--- config.mk ---
export PLATFORM = sky130hd
export DESIGN_NAME = nco_dual_bank
export DESIGN_NICKNAME = d
export VERILOG_FILES = /design/src/rtl/nco_pkg.sv /design/src/rtl/nco_cfg_regs.sv /design/src/rtl/nco_phase_acc.sv /design/src/rtl/nco_wave_shaper.sv /design/src/rtl/nco_dual_bank.sv
export SDC_FILE = /design/constraint.sdc
export NUM_CORES = 1
export LEC_CHECK = 0
export ABC_CLOCK_PERIOD_IN_PS = 3750
export BUFFER_PORTS_ARGS = -buffer_cell sky130_fd_sc_hd__buf_4
export CORE_MARGIN = 1.5
export CORE_UTILIZATION = 58
export CTS_CLUSTER_SIZE = 24
export DETAILED_ROUTE_END_ITERATION = 8
export PLACE_DENSITY = 0.88
export SYNTH_ARGS = -nofsm -noshare
export SYNTH_HDL_FRONTEND = slang
export SYNTH_SLANG_ARGS = --single-unit
--- constraint.sdc ---
create_clock -name clk -period 3.75 [get_ports clk]
set_input_delay 0.375 -clock clk [delete_from_list [all_inputs] [get_ports clk]]
set_output_delay 0.375 -clock clk [all_outputs]
set_load 0.02 [all_outputs]
--- src/rtl/nco_pkg.sv ---
package nco_pkg;

  // Write target codes of the parallel load port.
  typedef enum logic [2:0] {
    TGT_FREQ0  = 3'd0,
    TGT_FREQ1  = 3'd1,
    TGT_PHASE0 = 3'd2,
    TGT_PHASE1 = 3'd3,
    TGT_CTRL   = 3'd4
  } wr_target_e;

  // Control word; the last member sits in bit 0.
  typedef struct packed {
    logic sign_from_nco;  // bit 6
    logic sign_en;        // bit 5
    logic sleep_bit;      // bit 4
    logic phase_bit;      // bit 3
    logic freq_bit;       // bit 2
    logic pin_rule;       // bit 1
    logic tri_wave;       // bit 0
  } ctrl_t;

  // Rational sine approximation for quarter-wave entry a.
  // qbits: address width of the quarter table; amp: peak magnitude.
  function automatic int unsigned quarter_mag(int unsigned a, int unsigned qbits,
                                              int unsigned amp);
    longint unsigned h, u, p, num, den;
    h   = 64'd1 << (qbits + 2);
    u   = 2 * longint'(a) + 1;
    p   = u * (h - u);
    num = longint'(amp) * 16 * p;
    den = 5 * h * h - 4 * p;
    return int'(num / den);
  endfunction

endpackage

--- src/rtl/nco_cfg_regs.sv ---
module nco_cfg_regs import nco_pkg::*; #(
  parameter int ACC_W = 28,
  parameter int PH_W  = 12
) (
  input  logic                  clk,
  input  logic                  wr_en,
  input  logic [2:0]            wr_target,
  input  logic [ACC_W-1:0]      wr_data,
  output logic [1:0][ACC_W-1:0] freq_bank,
  output logic [1:0][PH_W-1:0]  phase_bank,
  output ctrl_t                 ctrl
);
  localparam int CW = $bits(ctrl_t);

  // Banks carry no reset: a core reset must leave loaded values intact.
  for (genvar g = 0; g < 2; g++) begin : g_bank
    logic [ACC_W-1:0] f_q;
    logic [PH_W-1:0]  p_q;
    logic             f_hit, p_hit;
    assign f_hit = wr_en && (wr_target == 3'(int'(TGT_FREQ0) + g));
    assign p_hit = wr_en && (wr_target == 3'(int'(TGT_PHASE0) + g));
    always_ff @(posedge clk) begin
      if (f_hit) f_q <= wr_data;
      if (p_hit) p_q <= wr_data[PH_W-1:0];
    end
    assign freq_bank[g]  = f_q;
    assign phase_bank[g] = p_q;
  end

  logic ctrl_hit;
  assign ctrl_hit = wr_en && (wr_target == TGT_CTRL);

  always_ff @(posedge clk) begin
    if (ctrl_hit) ctrl <= ctrl_t'(wr_data[CW-1:0]);
  end

endmodule

--- src/rtl/nco_phase_acc.sv ---
module nco_phase_acc #(
  parameter int ACC_W = 28,
  parameter int PH_W  = 12
) (
  input  logic                  clk,
  input  logic                  rst,
  input  logic [1:0][ACC_W-1:0] freq_bank,
  input  logic [1:0][PH_W-1:0]  phase_bank,
  input  logic                  freq_pick,
  input  logic                  phase_pick,
  output logic [PH_W-1:0]       phase_out
);
  logic [ACC_W-1:0] acc_q;
  logic [ACC_W-1:0] step_w;
  logic [PH_W-1:0]  offs_w;
  logic [PH_W-1:0]  sum_w;

  function automatic logic [PH_W-1:0] shift_phase(input logic [PH_W-1:0] base,
                                                  input logic [PH_W-1:0] offs);
    return base + offs;  // wraps modulo 2^PH_W
  endfunction

  assign step_w = freq_bank[freq_pick];
  assign offs_w = phase_bank[phase_pick];
  assign sum_w  = shift_phase(acc_q[ACC_W-1 -: PH_W], offs_w);

  always_ff @(posedge clk) begin
    if (rst) begin
      acc_q     <= '0;
      phase_out <= '0;
    end else begin
      acc_q     <= acc_q + step_w;
      phase_out <= sum_w;
    end
  end


  zero_step_hold_chk: assert property (@(posedge clk) disable iff (rst)
    (step_w == '0) |=> $stable(acc_q));

endmodule

--- src/rtl/nco_wave_shaper.sv ---
module nco_wave_shaper #(
  parameter int PH_W  = 12,
  parameter int SMP_W = 10
) (
  input  logic             clk,
  input  logic             rst,
  input  logic [PH_W-1:0]  phase_in,
  input  logic             tri_sel,
  input  logic             sleep,
  output logic [SMP_W-1:0] sample,
  output logic             sample_valid,
  output logic             nco_msb
);
  localparam int QA   = PH_W - 2;
  localparam int QN   = 1 << QA;
  localparam int MW   = SMP_W - 1;
  localparam int AMP  = (1 << MW) - 1;
  localparam int FILL = 3;
  localparam logic [SMP_W-1:0] MID = {1'b1, {MW{1'b0}}};

  // Quarter-wave magnitude table, computed at elaboration.
  logic [QN*MW-1:0] qrom;
  for (genvar g = 0; g < QN; g++) begin : g_qrom
    localparam int unsigned MAGV = nco_pkg::quarter_mag(g, QA, AMP);
    assign qrom[g*MW +: MW] = MW'(MAGV);
  end

  function automatic logic [QA-1:0] fold_addr(input logic [PH_W-1:0] ph);
    return ph[PH_W-2] ? ~ph[QA-1:0] : ph[QA-1:0];
  endfunction

  function automatic logic [SMP_W-1:0] place_sine(input logic [PH_W-1:0] ph,
                                                  input logic [MW-1:0] mag);
    return ph[PH_W-1] ? (MID - {1'b0, mag}) : (MID + {1'b0, mag});
  endfunction

  function automatic logic [SMP_W-1:0] tri_shape(input logic [PH_W-1:0] ph);
    logic [PH_W-2:0] r;
    r = ph[PH_W-1] ? ~ph[PH_W-2:0] : ph[PH_W-2:0];
    return r[PH_W-2 -: SMP_W];
  endfunction

  logic [PH_W-1:0]  ph2_q;
  logic [QA-1:0]    addr_w;
  logic [MW-1:0]    mag_w;
  logic [SMP_W-1:0] shaped_w;
  logic [FILL-1:0]  fill_q;
  logic             wave_q;

  assign addr_w   = fold_addr(ph2_q);
  assign mag_w    = qrom[int'(addr_w)*MW +: MW];
  assign shaped_w = tri_sel ? tri_shape(ph2_q) : place_sine(ph2_q, mag_w);

  always_ff @(posedge clk) begin
    if (rst) begin
      ph2_q   <= '0;
      sample  <= MID;
      wave_q  <= 1'b0;
      nco_msb <= 1'b0;
      fill_q  <= '0;
    end else begin
      ph2_q   <= phase_in;
      sample  <= sleep ? MID : shaped_w;
      wave_q  <= tri_sel;
      nco_msb <= ph2_q[PH_W-1];
      fill_q  <= {fill_q[FILL-2:0], 1'b1};
    end
  end

  assign sample_valid = fill_q[FILL-1];


  reset_midscale_chk: assert property (@(posedge clk) disable iff (rst)
    $fell(rst) |-> (sample == MID && !sample_valid));


  sleep_midscale_chk: assert property (@(posedge clk) disable iff (rst)
    sleep |=> (sample == MID));


  valid_sticky_chk: assert property (@(posedge clk) disable iff (rst)
    sample_valid |=> sample_valid);


  sine_floor_chk: assert property (@(posedge clk) disable iff (rst)
    !wave_q |-> (sample != '0));

endmodule

--- src/rtl/nco_dual_bank.sv ---
module nco_dual_bank import nco_pkg::*; #(
  parameter int ACC_W = 28,
  parameter int PH_W  = 12,
  parameter int SMP_W = 10
) (
  input  logic             clk,
  input  logic             rst,
  input  logic             wr_en,
  input  logic [2:0]       wr_target,
  input  logic [ACC_W-1:0] wr_data,
  input  logic             freq_pick_pin,
  input  logic             phase_pick_pin,
  input  logic             sleep_pin,
  input  logic             cmp_bit,
  output logic [SMP_W-1:0] sample,
  output logic             sample_valid,
  output logic             sign_out
);
  logic [1:0][ACC_W-1:0] freq_bank;
  logic [1:0][PH_W-1:0]  phase_bank;
  ctrl_t                 ctrl;
  logic                  freq_pick, phase_pick, sleep_any, nco_msb;
  logic [PH_W-1:0]       phase_word;

  nco_cfg_regs #(.ACC_W(ACC_W), .PH_W(PH_W)) u_regs (
    .clk(clk), .wr_en(wr_en), .wr_target(wr_target), .wr_data(wr_data),
    .freq_bank(freq_bank), .phase_bank(phase_bank), .ctrl(ctrl)
  );

  // Bank selection: pins when the pin rule is on, control bits otherwise.
  assign freq_pick  = ctrl.pin_rule ? freq_pick_pin  : ctrl.freq_bit;
  assign phase_pick = ctrl.pin_rule ? phase_pick_pin : ctrl.phase_bit;
  assign sleep_any  = sleep_pin | ctrl.sleep_bit;

  nco_phase_acc #(.ACC_W(ACC_W), .PH_W(PH_W)) u_acc (
    .clk(clk), .rst(rst), .freq_bank(freq_bank), .phase_bank(phase_bank),
    .freq_pick(freq_pick), .phase_pick(phase_pick), .phase_out(phase_word)
  );

  nco_wave_shaper #(.PH_W(PH_W), .SMP_W(SMP_W)) u_shape (
    .clk(clk), .rst(rst), .phase_in(phase_word), .tri_sel(ctrl.tri_wave),
    .sleep(sleep_any), .sample(sample), .sample_valid(sample_valid), .nco_msb(nco_msb)
  );

  assign sign_out = ctrl.sign_en & (ctrl.sign_from_nco ? nco_msb : cmp_bit);

endmodule

==> summary.txt, run 1 <==
Run status
  • Status: did not finish
  • Failing step: 5_1_grt
  • Stop err: [ERROR GRT-0116] Global routing finished with congestion. Check the congestion regions in the DRC Viewer.

Die
  • IO Pins: 50
  • Starting density of the core: 0.589
  • FP Rows: 58
  • Die Wd: 162 microns
  • Chip height: 162 microns

Yosys
  • Largest family of logic cells by synthesized area: compound AO/OA/AOI/OAI gates
  • Post-synth top area share: 0.177
  • Seq cells post-synth: 153
  • Mapped Area: 14700 sq um
  • Adder-Cell Fraction of Synth Area: 0.0389
  • Area contributors post-synth: edfxtp_1 18%, dfxtp_1 9.0%, a21oi_1 5.2%
  • Post-synthesis simple-gate area fraction: 0.199
  • Cells after Synth: 1839
  • Top cells by count, synth: 153 x a21oi_1, 135 x nor2_1, 135 x o21ai_0
  • Post-Syn Area per Cell: 8.01 sq um
  • Synth Area in XOR/XNOR: 0.0376
  • Post-synth EDFFs: 87
  • Count leader, synth: a21oi_1
  • Proportion of synthesized area in mux cells: 0.0429
  • Syn nets: 1920
  • Main synth FF type: edfxtp_1
  • Asr flop ratio synth: 0
  • Netlist cell types: 104
  • Part of the Yosys area used for sequential elements: 0.267
  • Synth Area in Compound Gates: 0.344
  • Biggest area consumer among synthesized cells: edfxtp_1
  • Synth warn: 0

Placement
  • Routability congestion estimate: 1.25
  • HPWL Detailed: 56600 microns
  • Port Buffers: 49
  • Placed cell count: 2394

Clock tree
  • Post-CTS Hold Buffers: 0
  • CTS Buf Count: 17
  • H-tree levels: 4
  • Clk sinks: 153
  • CTS max path bufs: 2
  • Clock root buffer: clkbuf_16

Global routing
  • Largest net degree at the start of global routing: 60
  • GRT Resource Usage Total: 0.699
  • Global-route wire length before repair: 137000 microns
  • Gr ovfl total: 9
  • Vias in the first global route: 20900
per-stage QoR:
step | setup TNS (ns) | hold slack [ns] | instance area (sq um) | setup WS, ns
after detailed placement | -1.78 | 0.434 | 17600 | -0.449
after CTS | -0.0714 | 0.125 | 18600 | -0.0582
after global placement | -0.155 | 0.415 | 17600 | -0.0873
after floorplan | 0 | 0.414 | 14800 | 0.00713
cell families after synthesis:
logic type               after synthesis
AO/OA/AOI/OAI                        744
flip-flops                           153
AND/OR/NAND/NOR                      562
buffers and inverters                217
multiplexers                          58
XOR/XNOR                              60
adder cells (fa/ha/maj)               45
routing by layer:
metal | GRT overflow | GRT usage
met2 | 4 | 0.884
met1 | 0 | 0.738
met5 | 0 | 0.165
met3 | 0 | 0.476
met4 | 5 | 0.681
repair_timing:
item | CTS
endpoints found under the hold margin | 0
pin swaps | 20
setup endpoints to repair | 20
resized for setup | 67
buffers inserted | 23
==> run 2, diff against run 1 <==
--- a/config.mk
+++ b/config.mk
@@ -5,13 +5,12 @@
 export SDC_FILE = /design/constraint.sdc
 export NUM_CORES = 1
 export LEC_CHECK = 0
-export ABC_CLOCK_PERIOD_IN_PS = 3750
+export ABC_CLOCK_PERIOD_IN_PS = 4880
 export BUFFER_PORTS_ARGS = -buffer_cell sky130_fd_sc_hd__buf_4
 export CORE_MARGIN = 1.5
-export CORE_UTILIZATION = 58
-export CTS_CLUSTER_SIZE = 24
+export CORE_UTILIZATION = 40
 export DETAILED_ROUTE_END_ITERATION = 8
-export PLACE_DENSITY = 0.88
+export PLACE_DENSITY_LB_ADDON = 0.15
 export SYNTH_ARGS = -nofsm -noshare
 export SYNTH_HDL_FRONTEND = slang
 export SYNTH_SLANG_ARGS = --single-unit
==> constraint.sdc (replaced) <==
create_clock -name clk -period 4.88 [get_ports clk]
set_input_delay 0.488 -clock clk [delete_from_list [all_inputs] [get_ports clk]]
set_output_delay 0.488 -clock clk [all_outputs]
set_load 0.02 [all_outputs]
==> run 2 against run 1 <==
Effect of this change: the flow now finishes without violations; area after synthesis unchanged; synthesized cell count stayed put.
==> summary.txt, run 2 <==
Clock tree
  • Worst-path clk slew: 0.07 ns
  • Worst skew pair latency: 0.44 ns
  • Clock root buffer: clkbuf_16
  • H-tree levels: 4 (unchanged)
  • CTS Buf Count: 17 (unchanged)
  • CTS tree: done
  • Clk sinks: 153 (unchanged)
  • CTS max path bufs: 2 (unchanged)
  • Post-CTS repair timing setup buffer count: 0 (-100%)
  • Cts repair resizes: 0 (-100%)
  • Post-CTS Hold Buffers: 0 (unchanged)

Pwr
  • Clock network power share: 0.131
  • Worst VDD drop: 0.454 mV
  • Pwr/cell area: 592 nW/um^2
  • Sequential share of power: 0.183
  • Leakage: 0.00608 uW
  • Sw Ratio: 0.534
  • Switching pwr: 5230 uW
  • Comb power frac: 0.686
  • Pint: 4570 uW

Critical path
  • Type of element capturing the critical path: flop
  • Slowest Stage Delay on Critical Path: 0.66 ns
  • R2r setup slk: 0.16 ns
  • CP startpoint kind: flop
  • Critical path class: flop to flop
  • Worst path arrival time: 5.07 ns
  • Crit Reg-Reg Startpoint: u_shape.ph2_q[2]
  • Slowest stage cell, crit path: or4b_1
  • Critical Path Source: u_shape.ph2_q[2]
  • Crit path buf inv count: 2
  • RR Endpoint: u_shape.sample[4]
  • Worst Reg-to-Reg Cells: 13
  • Crit path depth: 13
  • Delay-heaviest family, CP: compound AO/OA/AOI/OAI gates
  • Worst EP required: 5.23 ns
  • Crit-path cells: buf_12 -> buf_4 -> and4_1 -> o21ai_0 -> nand2_1 -> a2111oi_0 -> nor4_1 -> or4b_1 -> o32ai_2 -> ha_1 -> nand4_1 -> mux2_2 -> a211oi_1
  • Crit path max fanout: 77
  • Critical Path End: u_shape.sample[4]

Die
  • CORE AREA: 36400 sq um
  • FP Rows: 70 (+21%)
  • Chip height: 195 microns (+20%)
  • Starting density of the core: 0.405 (-0.184)
  • Die Wd: 195 microns (+20%)
  • Die area: 38000 sq um
  • IO Pins: 50 (unchanged)

Placement
  • HPWL Detailed: 56000 microns (-1.2%)
  • Port Buffers: 49 (unchanged)
  • Routability congestion estimate: 1.10 (-12%)
  • Placed cell count: 2311 (-3.5%)
  • Pre-CTS setup slack: 0.455 ns (+0.904 ns)

Cells and area
  • Commonest non-fill, non-tap cells in the layout: 180 x buf_4, 153 x a21oi_1, 135 x o21ai_0, 135 x nor2_1, 115 x nand2_1
  • Reg area: 3960 sq um
  • Biggest register: u_regs.g_bank.f_q
  • Core Util, Final: 0.454
  • Area growth syn-to-layout: 12.3%
  • Ant diodes: 0
  • Layout cell share with drive strength beyond 1: 0.169
  • Post-layout nets: 1943
  • Most common cell after layout, fill and taps aside: buf_4
  • Biggest regs: u_regs.g_bank.f_q x56, u_acc.acc_q x28, u_regs.g_bank.p_q x24
  • Max FFs per register: 56
  • Final Instance Count excl. Fillers: 2343
  • Filler cell count: 3679
  • Multi-input logic area: 9780 sq um

Yosys
  • Netlist cell types: 104 (unchanged)
  • Mapped Area: 14700 sq um (unchanged)
  • Seq cells post-synth: 153 (unchanged)
  • Part of the Yosys area used for sequential elements: 0.267 (unchanged)
  • Post-synth EDFFs: 87 (unchanged)
  • Area contributors post-synth: edfxtp_1 18%, dfxtp_1 9.0%, a21oi_1 5.2%
  • Main synth FF type: edfxtp_1
  • Count leader, synth: a21oi_1
  • Post-Syn Area per Cell: 8.01 sq um (unchanged)
  • Synth warn: 0 (unchanged)
  • Syn nets: 1920 (unchanged)
  • Asr flop ratio synth: 0 (unchanged)
  • Top cells by count, synth: 153 x a21oi_1, 135 x nor2_1, 135 x o21ai_0
  • Cells after Synth: 1839 (unchanged)
  • Post-synth top area share: 0.177 (unchanged)
  • Biggest area consumer among synthesized cells: edfxtp_1

Timing
  • Final Hold Fails: 0
  • Setup TNS: 0 ns
  • Peak Freq: 212 MHz
  • Worst rel slew slack: 0.189
  • Fin crit share: 0.966
  • Fin. max-slew vios: 0
  • PnR worst setup slack: 0.164 ns
  • Setup Viol. Count Final: 0
  • Worst clock skew: 0.0128 ns
  • RSZ-0062 raised after global routing: no
  • Min Tclk post-route: 4.72 ns
  • Worst-Margin Slew: 1.22 ns

Flow run
  • Max-cap viol count: 0

Global routing
  • Antenna violations before repair: 0
  • Largest net degree at the start of global routing: 78
  • Gr ovfl total: 0
  • GRT Resource Usage Total: 0.396
  • Vias in the first global route: 15800
  • Global-route wire length before repair: 110000 microns

Drt
  • DR WL/cell: 32.5 microns
  • Via count: 16700
  • Vias per std cell: 7.13
  • Final WL: 76300 microns
  • Total iterations of the first detailed-routing run: 6
  • Post-route DRC: 0
  • Starting DRT DRC Count: 2358
  • ANT nets after route: 0

Run status
  • Status: completed

Min path
  • Hold Path Depth: 1
  • HP Class: input port to flop
run 2: cell counts after synthesis:
No cell type changed its count.
run 2: worst min-delay path by stage:
stage                       startpoint                  endpoint  slack [ns]
global placement    u_acc.phase_out[5]          u_shape.ph2_q[5]        0.41
detailed placement  u_acc.phase_out[9]          u_shape.ph2_q[9]        0.42
global route               wr_data[19]  u_regs.g_bank[1].f_q[19]        0.22
finish                     wr_data[20]  u_regs.g_bank[0].f_q[20]        0.23
CTS                        wr_data[24]  u_regs.g_bank[1].f_q[24]        0.22
floorplan            u_shape.fill_q[0]         u_shape.fill_q[1]        0.41
run 2: metrics by stage:
stage / total power [uW] / hold slack [ns] / area (sq um)
after CTS: 9470 / 0.219 / 16600
after global placement: 8250 / 0.415 / 16000
after global routing: 10200 / 0.217 / 16600
after detailed placement: 8160 / 0.420 / 16000
after floorplan: 5770 / 0.414 / 14700
final: 9800 / 0.235 / 16600
run 2: power by group through the flow:
stage / registers, uW / clock network, uW / logic, uW
floorplan: 1680 / 0 / 4090
global placement: 1810 / 0 / 6440
detailed placement: 1820 / 0 / 6350
CTS: 1790 / 1300 / 6380
global route: 1820 / 1350 / 6990
finish: 1800 / 1280 / 6720
run 2: kinds of logic after synthesis:
group | after synthesis | share of synthesized area
AOI/OAI and AO/OA | 744 | 0.344
and+or+nand+nor | 562 | 0.199
buffers and inverters | 217 | 0.0715
DFF | 153 | 0.267
xor gates and xnor gates | 60 | 0.0376
muxes | 58 | 0.0429
adders and majority gates | 45 | 0.0389
run 2: cell type report:
type / instances / share of cell area
Inverter: 31 / 0.00703
Tap cell: 468 / 0.0354
Clock buffer: 17 / 0.0257
Sequential cell: 153 / 0.239
Clock inverter: 15 / 0.00877
Timing Repair Buffer: 190 / 0.0937
Multi-Input combinational cell: 1469 / 0.590
run 2: per-layer routing:
layer | share of wire | global-route usage
met5 | 0 | 0
met4 | 0.082 | 0.279
met3 | 0.11 | 0.0805
met2 | 0.44 | 0.622
met1 | 0.37 | 0.486
No activity file was read; power rests on OpenSTA's default activity.
